## src/rtl/drs_pkg.sv

```systemverilog
package drs_pkg;

    // Bring-up phase of the sequencer.
    typedef enum logic [1:0] {
        PH_PAUSE = 2'd0,
        PH_INIT  = 2'd1,
        PH_RUN   = 2'd2
    } phase_e;

    // State of one CAS-before-RAS refresh cycle.
    typedef enum logic [1:0] {
        CY_IDLE  = 2'd0,
        CY_SETUP = 2'd1,
        CY_ACT   = 2'd2,
        CY_PRE   = 2'd3
    } cyc_e;

    // Strobe bundle, all active low.
    typedef struct packed {
        logic ras_n;
        logic cas_n;
        logic we_n;
    } strobe_t;

    // Strobe levels for each cycle state: CAS leads RAS, WE stays high.
    function automatic strobe_t strobe_of(input cyc_e s);
        strobe_t r;
        r.we_n  = 1'b1;
        r.ras_n = (s != CY_ACT);
        r.cas_n = !((s == CY_SETUP) || (s == CY_ACT));
        return r;
    endfunction

    function automatic int max_of(input int a, input int b);
        return (a > b) ? a : b;
    endfunction

    // Bits needed to hold the values 0 .. n-1.
    function automatic int cnt_width(input int n);
        return (n < 2) ? 1 : $clog2(n);
    endfunction

endpackage

```

## src/rtl/drs_interval.sv

```systemverilog
module drs_interval
    import drs_pkg::*;
#(
    parameter int REFI_CYC = 1950
) (
    input  logic clk,
    input  logic rst,
    input  logic en,
    output logic tick
);
    localparam int TW = cnt_width(REFI_CYC);
    localparam logic [TW-1:0] T_LAST = TW'(REFI_CYC - 1);

    logic [TW-1:0] cnt;

    always_ff @(posedge clk) begin
        if (rst || !en) begin
            cnt <= '0;
        end else if (cnt == T_LAST) begin
            cnt <= '0;
        end else begin
            cnt <= cnt + TW'(1);
        end
    end

    assign tick = en && (cnt == T_LAST);
endmodule

```

## src/rtl/drs_pending.sv

```systemverilog
module drs_pending
    import drs_pkg::*;
#(
    parameter int PEND_MAX = 8
) (
    input  logic clk,
    input  logic rst,
    input  logic inc,
    input  logic dec,
    output logic nz
);
    localparam int PW = $clog2(PEND_MAX + 1);
    localparam logic [PW-1:0] P_TOP = PW'(PEND_MAX);

    logic [PW-1:0] cnt;

    always_ff @(posedge clk) begin
        if (rst) begin
            cnt <= '0;
        end else begin
            unique case ({inc, dec})
                2'b10:   if (cnt != P_TOP) cnt <= cnt + PW'(1);
                2'b01:   if (cnt != '0)    cnt <= cnt - PW'(1);
                default: cnt <= cnt;
            endcase
        end
    end

    assign nz = (cnt != '0);
endmodule

```

## src/rtl/drs_cbr_engine.sv

```systemverilog
module drs_cbr_engine
    import drs_pkg::*;
#(
    parameter int CSR_CYC = 1,
    parameter int RAS_CYC = 9,
    parameter int RP_CYC  = 7,
    parameter int RPC_CYC = 1
) (
    input  logic    clk,
    input  logic    rst,
    input  logic    start,
    output strobe_t strobe,
    output logic    idle,
    output logic    done
);
    localparam int PRE_CYC = max_of(RP_CYC, RPC_CYC);
    localparam int LONGEST = max_of(max_of(CSR_CYC, RAS_CYC), PRE_CYC);
    localparam int CW      = cnt_width(LONGEST);
    localparam logic [CW-1:0] SETUP_LAST = CW'(CSR_CYC - 1);
    localparam logic [CW-1:0] ACT_LAST   = CW'(RAS_CYC - 1);
    localparam logic [CW-1:0] PRE_LAST   = CW'(PRE_CYC - 1);

    cyc_e          state;
    logic [CW-1:0] cnt;
    logic          last;

    assign last = (cnt == '0);

    always_ff @(posedge clk) begin
        if (rst) begin
            state <= CY_IDLE;
            cnt   <= '0;
        end else begin
            unique case (state)
                CY_IDLE: begin
                    if (start) begin
                        state <= CY_SETUP;
                        cnt   <= SETUP_LAST;
                    end
                end
                CY_SETUP: begin
                    if (last) begin
                        state <= CY_ACT;
                        cnt   <= ACT_LAST;
                    end else begin
                        cnt <= cnt - CW'(1);
                    end
                end
                CY_ACT: begin
                    if (last) begin
                        state <= CY_PRE;
                        cnt   <= PRE_LAST;
                    end else begin
                        cnt <= cnt - CW'(1);
                    end
                end
                CY_PRE: begin
                    if (last) begin
                        state <= CY_IDLE;
                    end else begin
                        cnt <= cnt - CW'(1);
                    end
                end
                default: state <= CY_IDLE;
            endcase
        end
    end

    assign strobe = strobe_of(state);
    assign idle   = (state == CY_IDLE);
    assign done   = (state == CY_PRE) && last;
endmodule

```

## src/rtl/dram_refresh_seq.sv

```systemverilog
module dram_refresh_seq
    import drs_pkg::*;
#(
    parameter int PAUSE_CYC = 25000,
    parameter int INIT_CYC  = 8,
    parameter int REFI_CYC  = 1950,
    parameter int CSR_CYC   = 1,
    parameter int RAS_CYC   = 9,
    parameter int RP_CYC    = 7,
    parameter int RPC_CYC   = 1,
    parameter int PEND_MAX  = 8
) (
    input  logic clk,
    input  logic rst,
    input  logic grant,
    output logic req,
    output logic bus_hold,
    output logic ras_n,
    output logic cas_n,
    output logic we_n,
    output logic ready
);
    localparam int PW = cnt_width(PAUSE_CYC);
    localparam int IW = $clog2(INIT_CYC + 1);
    localparam logic [PW-1:0] PAUSE_LAST = PW'(PAUSE_CYC - 1);
    localparam logic [IW-1:0] INIT_LOAD  = IW'(INIT_CYC);

    phase_e        phase;
    logic [PW-1:0] pause_cnt;
    logic [IW-1:0] init_left;
    logic          run;
    logic          tick;
    logic          pend_nz;
    logic          eng_idle;
    logic          eng_done;
    logic          start;
    strobe_t       strobe;

    // Bring-up sequencing: quiet pause, then a fixed burst of refreshes.
    always_ff @(posedge clk) begin
        if (rst) begin
            phase     <= PH_PAUSE;
            pause_cnt <= '0;
            init_left <= INIT_LOAD;
        end else begin
            unique case (phase)
                PH_PAUSE: begin
                    if (pause_cnt == PAUSE_LAST) phase <= PH_INIT;
                    else                         pause_cnt <= pause_cnt + PW'(1);
                end
                PH_INIT: begin
                    if (eng_done) begin
                        init_left <= init_left - IW'(1);
                        if (init_left == IW'(1)) phase <= PH_RUN;
                    end
                end
                default: phase <= PH_RUN;
            endcase
        end
    end

    assign run   = (phase == PH_RUN);
    assign req   = eng_idle && ((phase == PH_INIT) || (run && pend_nz));
    assign start = req && grant;

    drs_interval #(
        .REFI_CYC(REFI_CYC)
    ) i_interval (
        .clk (clk),
        .rst (rst),
        .en  (run),
        .tick(tick)
    );

    drs_pending #(
        .PEND_MAX(PEND_MAX)
    ) i_pending (
        .clk(clk),
        .rst(rst),
        .inc(tick),
        .dec(start && run),
        .nz (pend_nz)
    );

    drs_cbr_engine #(
        .CSR_CYC(CSR_CYC),
        .RAS_CYC(RAS_CYC),
        .RP_CYC (RP_CYC),
        .RPC_CYC(RPC_CYC)
    ) i_engine (
        .clk   (clk),
        .rst   (rst),
        .start (start),
        .strobe(strobe),
        .idle  (eng_idle),
        .done  (eng_done)
    );

    assign ras_n    = strobe.ras_n;
    assign cas_n    = strobe.cas_n;
    assign we_n     = strobe.we_n;
    assign bus_hold = !eng_idle;
    assign ready    = run;
endmodule

```

## config.mk

```make
export PLATFORM = sky130hd
export DESIGN_NAME = dram_refresh_seq
export DESIGN_NICKNAME = d
export VERILOG_FILES = /design/src/rtl/drs_pkg.sv /design/src/rtl/drs_interval.sv /design/src/rtl/drs_pending.sv /design/src/rtl/drs_cbr_engine.sv /design/src/rtl/dram_refresh_seq.sv
export SDC_FILE = /design/constraint.sdc
export NUM_CORES = 1
export LEC_CHECK = 0
export ABC_AREA = 1
export ABC_CLOCK_PERIOD_IN_PS = 4500
export BUFFER_PORTS_ARGS = -buffer_cell sky130_fd_sc_hd__buf_4
export CAP_MARGIN = 5
export CORE_MARGIN = 2
export CORE_UTILIZATION = 30
export CTS_CLUSTER_SIZE = 24
export DETAILED_ROUTE_END_ITERATION = 6
export GPL_ROUTABILITY_DRIVEN = 0
export GPL_TIMING_DRIVEN = 0
export SLEW_MARGIN = 20
export SYNTH_ARGS = -nofsm -noshare
export SYNTH_HDL_FRONTEND = slang
export SYNTH_SLANG_ARGS = --single-unit
```

## constraint.sdc

```tcl
create_clock -name clk -period 4.5 [get_ports clk]
set_input_delay 0 -clock clk [delete_from_list [all_inputs] [get_ports clk]]
set_output_delay 0 -clock clk [all_outputs]
set_load 0.01 [all_outputs]
```

Yosys cells after proc, flatten, opt, wreduce, memory -nomap -nowiden
Index checks and enable logic that the tools add are counted.
{ "classes": {"add_sub_neg": 6, "n_mul": 0, "div_mod_pow": 0, "magnitude_cmp": 0, "eq_ne": 22, "n_shift": 0, "n_mux": 17, "n_bitwise": 1, "reduce_logical": 24} }
{ "op_table": {"columns": ["cell", "count"], "rows": [
  ["$mux 4", 6],
  ["$pmux 4 s4", 1],
  ["$add 15x1->15 const B", 1],
  ["$eq 15x15->1 const B", 1],
  ["$mux 2", 7],
  ["$ne 2x2->1 const B", 6],
  ["$sub 4x1->4 const B", 3],
  ["$add 11x1->11 const B", 1],
  ["$eq 11x11->1 const B", 1],
  ["$ne 2x1->1 const B", 5],
  ["$eq 2x2->1 const B", 4],
  ["$pmux 2 s4", 1],
  ["$pmux 4 s2", 1],
  ["$eq 2x1->1 const B", 3],
  ["$logic_and 1x1->1", 6],
  ["$reduce_and 2->1", 3],
  ["$reduce_and 3->1", 2],
  ["$add 4x1->4 const B", 1],
  ["$eq 4x1->1 const B", 1],
  ["$logic_not 2->1", 2],
  ["$logic_not 4->1", 1],
  ["$ne 4x4->1 const B", 1],
  ["$pmux 2 s2", 1],
  ["$reduce_and 4->1", 1],
  ["other kinds (6)", 10]
]} }
{ "word_totals": {"register_bits": 42, "latch_bits": 0, "ramBits": 0, "romBits": 0, "inputBits": 3, "out_inout_bits": 6, "elab_cells": 77, "memories": 0} }

Depth between registers and ports, before layout
Gate-level depths: netlist of the first run.
{ "depth": {"depth_word": 9, "mapped_depth": 14, "ltp_nobuf": 14} }

By module
Synthesis of the first run repeated with hierarchy kept, for this count alone.
{ "unflattened": {"hier_cells": 407, "hier_area_um2": 2640.0} }
{ "modules_own_cells": {"columns": ["mod", "instances", "cells_each", "area_each_um2", "seq_area_each_um2"], "rows": [
  ["dram_refresh_seq", 1, 203, 1286.2, 420.4],
  ["drs_interval", 1, 79, 564.3, 220.2],
  ["drs_cbr_engine", 1, 73, 475.5, 120.1],
  ["drs_pending", 1, 52, 314.1, 80.1]
]} }

Worst setup path after synthesis of the first run
OpenSTA, ideal clock, no wires.
{ "synth_timing": {"path_type": "flip-flop to flip-flop", "start": "reg i_interval.cnt[0]", "end": "reg i_pending.cnt[3]", "setup_ns": 0.141, "arrival_ns": 1.957, "setup_slack_ns": 2.402, "path_stages_with_launch": 14, "path_buffers": 0, "synth_period_minus_slack_ns": 2.098, "path_cell_list": "dfxtp_1 -> ha_1 -> nand4_1 -> nor3_1 -> nand3_1 -> nor2_1 -> inv_1 -> ha_1 -> ha_1 -> a21oi_1 -> nand2_1 -> xnor2_1 -> nand2_1 -> a21oi_1"} }
{ "synth_between": {"elab_chain_cells": 5, "elab_cells_between_ends": 9, "cone_classes": "eq/ne (5); mux (1); reduce/logical (3)"} }
{ "synth_rtl": {"columns": ["element", "line", "rtl"], "rows": [
  ["start: declaration", "drs_interval.sv:14", "logic [TW-1:0] cnt;"],
  ["start signal: assignment", "drs_interval.sv:22", "cnt <= cnt + TW'(1);"],
  ["$eq 11x11->1 *", "drs_interval.sv:26", "assign tick = en && (cnt == T_LAST);"],
  ["$logic_and 1x1->1 *", "drs_interval.sv:26", null],
  ["$eq 2x2->1 / $eq 2x1->1 (equally long branches)", "drs_pending.sv:21", "unique case ({inc, dec})"],
  ["$ne 2x1->1 (no source line) (tied with other cells)", null, null],
  ["$reduce_and 3->1 (no source line)", null, null],
  ["end signal: assignment", "drs_pending.sv:22", "2'b10: if (cnt != P_TOP) cnt <= cnt + PW'(1);"],
  ["end signal: assignment", "drs_pending.sv:23", "2'b01: if (cnt != '0) cnt <= cnt - PW'(1);"],
  ["end signal: assignment", "drs_pending.sv:24", "default: cnt <= cnt;"],
  ["end: declaration", "drs_pending.sv:15", "logic [PW-1:0] cnt;"]
]} }
Mark *: on every way between the ends. The rest lies on a longest branch, timed or not.
A chain may end at the register's enable or synchronous reset.

Worst setup path after layout of the first run
Ends and elaborated chain as after synthesis.

==> results of run 1 <==
## cells in the mapped netlist (3+ instances only)
cell      number
nor2_1        45
o21ai_0       11
inv_1         48
a21oi_1       23
nor3_1        12
a21oi_2        7
nand4_1       12
nand2_1       76
clkbuf_1       3
ha_1          15
nand2_2        4
dfxtp_1       42
xnor2_1        8
nand3_1       23
xor2_1         6
## per-layer routing
layer  global-route usage (%)  vias up  share of wire, %  routed length (um)
li1                         -     1161                 -                   -
met5                        0        -                 0                   0
met4                    3.986        0               1.5                  74
met1                    14.26      971                48                2329
met2                    20.74       27                48                2348
met3                    2.873        6               2.6                 128
## worst max-delay path, delay by kind of cell (launching register included)
kind            cells  cell delay [ps]
simple gates        6              670
xor+xnor            1              130
compound gates      2              240
flops               1              400
fa+ha+maj           3              760
buf+inv             1               60
## state kept, by name, indices dropped and copies added (netlist names)
| signal | cells |
|---|---|
| i_engine.cnt | 4 |
| i_interval.cnt | 11 |
| pause_cnt | 15 |
| phase | 2 |
| init_left | 4 |
| i_pending.cnt | 4 |
| i_engine.state | 2 |
## placed cells by master, fill, tap and decap left out, drive strengths merged
cell,netlist,layout
nand2,81,81
inv,49,49
nor2,47,47
dfxtp,42,42
a21oi,30,30
nand3,24,24
ha,15,15
nor3,13,13
nand4,12,12
o21ai,11,11
buf,4,10
xnor2,8,8
clkbuf,3,8
xor2,6,6
or2,4,4
clkinv,0,2
a31oi,1,1
a31o,1,1
nor3b,1,1
o211ai,1,1
fa,1,1
conb,1,1
bufinv,0,1
## cell type report
cell class | count | area share (%)
inverter | 49 | 6.667
timing repair buffer | 6 | 1.633
multi-input combinational | 257 | 50.70
clock inverter | 3 | 1.451
sequential | 42 | 30.48
clock buffer | 5 | 2.494
tap | 105 | 4.762
buffer | 7 | 1.814
## cell families after synthesis
kind of cell | after synthesis | share of synthesized area [%]
and+or+nand+nor | 182 | 32.78
AOI/OAI and AO/OA | 44 | 10.27
DFF | 42 | 33.99
other | 1 | 0.1516
buffers and inverters | 56 | 9.458
xor gates and xnor gates | 14 | 4.957
adders and majority gates | 16 | 8.397
## per-stage QoR
stage               hold WS [ps]  utilization, %  std cells  instance area, um^2
global route               72.16           34.09        474                 2759
CTS                        42.60           34.09        474                 2759
floorplan                  229.3               -        355                 2474
global placement           354.1           32.75        466                 2650
detailed placement         362.3           32.75        466                 2650
finish                     53.85           34.09        474                 2759
## power by group through the flow
stage               Clock, mW  Combinational, mW  Sequential [mW]
finish                  0.298              0.270            0.408
global route            0.326              0.319            0.412
CTS                     0.309              0.272            0.408
detailed placement          0              0.272            0.417
global placement            0              0.268            0.416
floorplan                   0              0.204            0.413
## final timing paths
| kind | start | endpoint | slack (ps) |
|---|---|---|---|
| max | i_interval.cnt[0] | i_pending.cnt[3] | 2160 |
| min | grant | i_engine.cnt[2] | 50 |
| max reg2reg | i_interval.cnt[0] | i_pending.cnt[3] | 2160 |
| min reg2reg | i_interval.cnt[10] | i_interval.cnt[10] | 480 |
==> qor.yml, run 1 <==
synthFlopType: "dfxtp_1"
layout_setup_ws_ps: 2161
synth_area_leaders: "dfxtp_1, nand2_1, ha_1"
place_hpwl_um: 3706
async_flop_share_pct: 0
cts_tree: "done"
postCtsSetupBuffers: 0
crit_chain: "ha_1, nand4_1, nor3_1, nand3_1, nor2_1, inv_1, ha_1, ha_1, a21oi_1, nand2_1, xnor2_1, nand2_1, a21oi_1"
drt-total-wl_um: 4880
cts-resized-gates: 0
worstHoldPathCells: 4
crit_path_max_incr_delay_ps: 400
cts_buffers: 5
std_cell_rows: 33
fin_crit_sh_pct: 51.99
multi_input_area_um2: 1399
required_ps: 4720
yosysSeqAreaShare_pct: 33.99
vias: 2165
grt_use_total_pct: 11.89
switching_share_pct: 32.56
drive_gt1_share_pct: 10.30
syn-cell-area_um2: 2474
tightestPinTransition_ps: 621.5
layout_min_cycle_time_ps: 2339
ff2ff_path_depth: 13
crit_type: "flip-flop to flip-flop"
drv_slew: 0
critPathArrivalTime_ps: 2560
slew_headroom_pct: 58.57
status: "finished clean"
overflow: 0
coreArea_um2: 8093
die_y_um: 94.81
clock-root-buffer: "clkbuf_8"
seqCellArea_um2: 840.8
synth_top_cell_area_share_pct: 33.99
rsz0062_at_grt: "false"
worst_setup_path_end_kind: "flip-flop"
critical-path-slowest-cell: "dfxtp_1"
cpMostUsedCell: "ha_1"
yosysUniqueCellTypes: 33
grt_antenna_before_repair: 0
p_comb_share_pct: 27.7
synth_seq_cells: 42
critPathMaxFanout: 5
setup_viol: 0
fin_tns_setup_ps: 0
vdd_ir_drop_max_v: 0.0001286
clkTransAtPathRegs_ps: 80
post_drt_wl_per_cell_um: 10.30
grt_pass1_wl_um: 8507
diodes: 0
cap_viol_max_count: 0
yosys_warnings: 0
finalHoldViolations: 0
postRouteAntennaNets: 0
start_util_pct: 30.57
ioPinCount: 9
fin_worst_skew_ps: 8.301
syn_inst: 355
seqPwrFrac_pct: 41.8
clockBufferDepth: 2
yosysTopAreaCell: "dfxtp_1"
fp.dieW_um: 94.81
syn_area_per_cell_um2: 6.968
drt_iter0_drc: 103
max_freq_mhz: 427.5
power_switching_mw: 0.3177
grt_pass1_vias: 1946
grt_max_degree: 14
synth_edf_count: 0
intPower_mw: 0.6582
clock_latency_ps: 300
clock_sinks: 42
final_net_count: 387
power_mw: 0.9759
first_pass_iters: 4
area_delta_synth_final_pct: 11.53
start_kind: "flip-flop"
clkPwrFrac_pct: 30.5
hold_path_class: "input port to flip-flop"
hold_buffers: 0
numPortBuffers: 6
syn-num-nets: 374
fill_cells: 896
power.leakage_nw: 1.028
htreeDepth: 2
drc: 0
die-area_um2: 8988
power.density_nw_per_um2: 353.7
dp_slack_ps: 2148
via_per_inst: 4.568
Power figures use the tool's default switching activity.
==> inputs of run 2 (changes only) <==
ABC_CLOCK_PERIOD_IN_PS = 1900   (was 4500)
clock period = 1.9 ns   (was 4.5 ns; I/O delays follow)
==> qor.yml, run 2 (synthesis gave the netlist of run 1 again) <==
drt-total-wl_um: 4997  # +2.4%
fin_area_um2: 2938  # +6.5%
cts_tree: "done"
grt_antenna_before_repair: 0  # unchanged
power_switching_mw: 0.7537  # +140%
die_y_um: 94.81  # unchanged
max_freq_mhz: 490.1  # +15%
grt_use_met2_pct: 20.80  # +0.059 points
hold_buffers: 0  # unchanged
clock_sinks: 42  # unchanged
grt_max_degree: 14  # unchanged
largest_reg_flops: 15  # unchanged
fin_util_pct: 36.30  # +2.2 points
clockBufferDepth: 2  # unchanged
fin_tns_setup_ps: -436.7  # -436.7 ps
htreeDepth: 2  # unchanged
crit_type: "flip-flop to flip-flop"
hold_path_class: "input port to flip-flop"
top_regs: "pause_cnt (15), i_interval.cnt (11)"
post_drt_wl_per_cell_um: 10.37  # +0.70%
diodes: 0  # unchanged
postRouteAntennaNets: 0  # unchanged
finalNonFillerCells: 482  # +1.7%
rsz0062_at_grt: "true"
clock-root-buffer: "clkbuf_8"
fill_cells: 858  # -4.2%
worst_setup_path_end_kind: "flip-flop"
finalHoldViolations: 0  # unchanged
final_common_cell: "nand2_1"
critPathArrivalTime_ps: 2260  # -300 ps
use_met3_pct: 3.113  # +0.24 points
drc: 0  # unchanged
drt_iter0_drc: 88  # -15%
critPathMaxFanout: 4  # -1
layout_min_cycle_time_ps: 2040  # -299.0 ps
area_delta_synth_final_pct: 18.77
busiest_layer: "met2"
first_pass_iters: 4  # unchanged
fp.dieW_um: 94.81  # unchanged
power_mw: 2.226  # +130%
slew_headroom_pct: 59.70  # +1.1 points
ioPinCount: 9  # unchanged
grt_pass1_vias: 2018  # +3.7%
switching_share_pct: 33.86  # +1.3 points
grt_use_total_pct: 12.42  # +0.53 points
start_util_pct: 30.57  # unchanged
overflow: 0  # unchanged
clkTransAtPathRegs_ps: 80  # about the same
cts_buffers: 5  # unchanged
final_cell_mix: "nand2_1, inv_1, nor2_1"
vdd_ir_drop_max_v: 0.0002644  # +110%
seqPwrFrac_pct: 43.5  # +1.7 points
start_kind: "flip-flop"
clkPwrFrac_pct: 26.9  # -3.6 points
cap_viol_max_count: 0  # unchanged
via_per_inst: 4.568  # about the same
status: "complete, but fails checks"
place_hpwl_um: 3723  # +0.46%
drive_gt1_share_pct: 18.83  # +8.5 points
power.density_nw_per_um2: 757.7  # +110%
grt_pass1_wl_um: 8963  # +5.4%
std_cell_rows: 33  # unchanged
final_net_count: 395  # +2.1%
clock_latency_ps: 290  # about the same
vias: 2202  # +1.7%
intPower_mw: 1.472  # +120%
layout_setup_ws_ps: -140.4  # -2301 ps
drv_slew: 0  # unchanged
p_comb_share_pct: 29.7  # +2.0 points
setup_viol: 4  # +4
fin_worst_skew_ps: 5.058  # -3.242 ps
grtUsageMet1_pct: 15.97  # +1.7 points
numPortBuffers: 6  # unchanged
die-area_um2: 8988  # unchanged
top_register: "pause_cnt"
dp_slack_ps: -315.5  # -2464 ps
fin_crit_sh_pct: 107.4  # +55 points
tightestPinTransition_ps: 604.5  # -17.02 ps
violations: "negative setup slack"
placed_cell_area_um2: 2674  # +0.90%
holdWs_ps: 63.18  # +9.331 ps
power.leakage_nw: 1.073  # +4.4%
coreArea_um2: 8093  # unchanged
required_ps: 2120  # -2600 ps
post-place-cells: 466  # unchanged
run 2: final timing paths:
check                         from                to  slack, ps  cells past startpoint
setup reg to reg  i_pending.cnt[3]  i_pending.cnt[2]       -140                     13
setup / recovery  i_pending.cnt[3]  i_pending.cnt[2]       -140                     13
hold reg to reg       init_left[3]      init_left[3]        480                      1
hold / removal               grant   i_engine.cnt[2]         60                      4
run 2: area by class of cell:
| class | instances | area [um^2] | area share, % |
|---|---|---|---|
| multi-input cells | 257 | 1518 | 51.66 |
| clock buffers | 6 | 82.58 | 2.811 |
| well taps | 105 | 131.4 | 4.472 |
| repair buffers | 14 | 112.6 | 3.833 |
| plain buffers | 7 | 50.05 | 1.704 |
| clock inverters | 2 | 12.51 | 0.4259 |
| inverters | 49 | 186.4 | 6.346 |
| flip-flops and latches | 42 | 844.6 | 28.75 |
run 2: timing repair:
| item | in CTS | in global routing |
|---|---|---|
| resized for setup | 22 | 9 |
| setup buffers | 8 | 0 |
| setup endpoints to repair | 4 | 4 |
| pin swaps | 11 | 7 |
run 2: power by group through the flow:
stage	sequential, mW	clock [mW]	combinational [mW]
2_1_floorplan	0.979	0	0.484
3_3_place_gp	0.987	0	0.641
3_5_place_dp	0.988	0	0.658
4_1_cts	0.967	0.634	0.665
5_1_grt	0.977	0.670	0.770
6_report	0.967	0.598	0.660
run 2: layer usage:
metal  up-vias  routed length (um)
met5         -                   0
met4         0                  47
met3         4                  98
met2        14                2358
met1      1004                2492
li1       1180                   -
run 2: critical path: stages, from the launching register on:
cell     delay (ps)
dfxtp_1         410
nor2_1           90
nand2_1          70
nand2_1          60
nand2_1         100
nand3_2         110
nor2_4          150
ha_4            170
buf_4           110
inv_2            30
fa_2            350
xnor2_2         150
nand2_1          60
a21oi_1         130
==> inputs of run 3 (changes only) <==
PLACE_DENSITY_LB_ADDON = 0.3   (was unset)
==> qor.yml, run 3 (synthesis gave the netlist of run 1 again) <==
final_cell_mix: "nand2_1, inv_1, nor2_1"
grt_max_degree: 15  # +1
coreArea_um2: 8093  # unchanged
place_hpwl_um: 3729  # +0.17%
clkTransAtPathRegs_ps: 90  # about the same
finalNonFillerCells: 484  # +0.41%
via_per_inst: 4.601  # +0.72%
violations: "negative setup slack"
layout_setup_ws_ps: -129.3  # +11.13 ps
clkPwrFrac_pct: 33.9  # +7.0 points
worstHoldPathCells: 4  # unchanged
cp.depth: 14  # +1
startpoint: "i_interval.cnt[1]"
power.leakage_nw: 1.099  # +2.5%
finalHoldViolations: 0  # unchanged
power_mw: 2.500  # +12%
drv_slew: 0  # unchanged
use_met3_pct: 2.155  # -0.96 points
crit_type: "flip-flop to flip-flop"
top_regs: "pause_cnt (15), i_interval.cnt (11)"
clock_latency_ps: 300  # about the same
cap_viol_max_count: 0  # unchanged
hold_path_class: "input port to flip-flop"
crit_chain: "inv_2, ha_4, nand4_1, nor3_2, nand3_2, nor2_4, inv_2, ha_4, ha_4, nand3_1, nand2_1, xnor2_1, nand2_1, a21oi_1"
critPathArrivalTime_ps: 2260  # about the same
intPower_mw: 1.721  # +17%
hold_buffers: 0  # unchanged
post-place-cells: 466  # unchanged
grt_pass1_wl_um: 9025  # +0.69%
power.density_nw_per_um2: 825.4  # +8.9%
max_freq_mhz: 492.8  # +0.55%
setup_viol: 3  # -1
final_common_cell: "nand2_1"
seqPwrFrac_pct: 38.8  # -4.7 points
fill_cells: 869  # +1.3%
grt_use_met2_pct: 21.34  # +0.53 points
tightestPinTransition_ps: 616.1  # +11.57 ps
cpMostUsedCell: "ha_4"
status: "complete, but fails checks"
r2r_start: "i_interval.cnt[1]"
overflow: 0  # unchanged
switching_share_pct: 31.19  # -2.7 points
cts_tree: "done"
critical-path-slowest-cell: "dfxtp_2"
critPathMaxFanout: 5  # +1
dp_slack_ps: -267.4  # +48.11 ps
htreeDepth: 2  # unchanged
clock-root-buffer: "clkbuf_8"
fin_worst_skew_ps: 10.08  # +5.022 ps
first_pass_iters: 4  # unchanged
layout_min_cycle_time_ps: 2029  # -11.13 ps
numPortBuffers: 6  # unchanged
vias: 2227  # +1.1%
fin_area_um2: 3029  # +3.1%
area_delta_synth_final_pct: 22.46
std_cell_rows: 33  # unchanged
grtUsageMet1_pct: 15.82  # -0.16 points
ff2ff_path_depth: 14  # +1
placed_cell_area_um2: 2674  # unchanged
drt_iter0_drc: 50  # -43%
vdd_ir_drop_max_v: 0.0003552  # +34%
grt_pass1_vias: 2170  # +7.5%
fp.dieW_um: 94.81  # unchanged
fin_util_pct: 37.43  # +1.1 points
final_net_count: 397  # +0.51%
hp-start: "grant"
crit_path_max_incr_delay_ps: 330  # -80 ps
drc: 0  # unchanged
post_drt_wl_per_cell_um: 10.33  # -0.35%
p_comb_share_pct: 27.3  # -2.4 points
grt_antenna_before_repair: 0  # unchanged
drt-total-wl_um: 5000  # about the same
top_register: "pause_cnt"
crit_buf_inv: 2  # unchanged
cts_buffers: 5  # unchanged
die-area_um2: 8988  # unchanged
drive_gt1_share_pct: 20.58  # +1.7 points
postRouteAntennaNets: 0  # unchanged
slew_headroom_pct: 58.93  # -0.77 points
ioPinCount: 9  # unchanged
start_util_pct: 30.57  # unchanged
worst_setup_path_end_kind: "flip-flop"
die_y_um: 94.81  # unchanged
largest_reg_flops: 15  # unchanged
clockBufferDepth: 2  # unchanged
fin_crit_sh_pct: 106.8  # -0.59 points
clock_sinks: 42  # unchanged
busiest_layer: "met2"
diodes: 0  # unchanged
cp_top_family: "simple AND/OR/NAND/NOR gates"
grt_use_total_pct: 12.41  # -0.017 points
rsz0062_at_grt: "true"
start_kind: "flip-flop"
power_switching_mw: 0.7797  # +3.5%
required_ps: 2130  # about the same
[run 3: per-stage QoR]
stage / hold slack [ps] / setup TNS (ps)
final: 66.14 / -328.5
after detailed placement: 367.1 / -719.7
after global placement: 363.1 / -612.1
after CTS: 55.74 / -519.2
after global routing: 103.6 / -906.6
after floorplan: 229.3 / -45.97
[run 3: per-layer routing]
metal / share of wire, % / vias up
li1: - / 1182
met1: 50 / 1021
met2: 46 / 17
met3: 2.9 / 7
met4: 1.2 / 0
met5: 0 / -
[run 3: path summary, 6_finish.rpt]
check / end / slack, ps
hold reg to reg: i_engine.cnt[0] / 480
hold / removal: i_engine.cnt[2] / 70
setup reg to reg: i_pending.cnt[3] / -130
setup / recovery: i_pending.cnt[3] / -130
[run 3: layout make-up]
class                      instances  area (um^2)  share of cell area [%]
multi-input combinational        257         1545                   51.01
sequential                        42        849.6                   28.05
inverter                          49        183.9                   6.072
timing repair buffer              16        131.4                   4.337
tap                              105        131.4                   4.337
clock buffer                       5        68.82                   2.272
clock inverter                     3        68.82                   2.272
buffer                             7        50.05                   1.652
[run 3: worst register-to-register path, stage by stage (launching register included)]
cell,delay [ps]
dfxtp_2,330
inv_2,60
ha_4,110
nand4_1,100
nor3_2,140
nand3_2,140
nor2_4,120
inv_2,50
ha_4,180
ha_4,280
nand3_1,70
nand2_1,80
xnor2_1,120
nand2_1,70
a21oi_1,110
[run 3: repair_timing]
| action | CTS | global route |
|---|---|---|
| gates cloned | 0 | 0 |
| buffers inserted | 8 | 3 |
| pin swaps | 8 | 4 |
| gates resized for setup | 19 | 20 |
| endpoints found under the setup margin | 4 | 4 |
[run 3: power by group through the flow]
stage	clock network, mW	registers [mW]	logic [mW]
finish	0.848	0.969	0.683
global placement	0	0.986	0.644
detailed placement	0	0.992	0.651
global route	0.912	0.978	0.811
floorplan	0	0.979	0.484
CTS	0.878	0.971	0.663
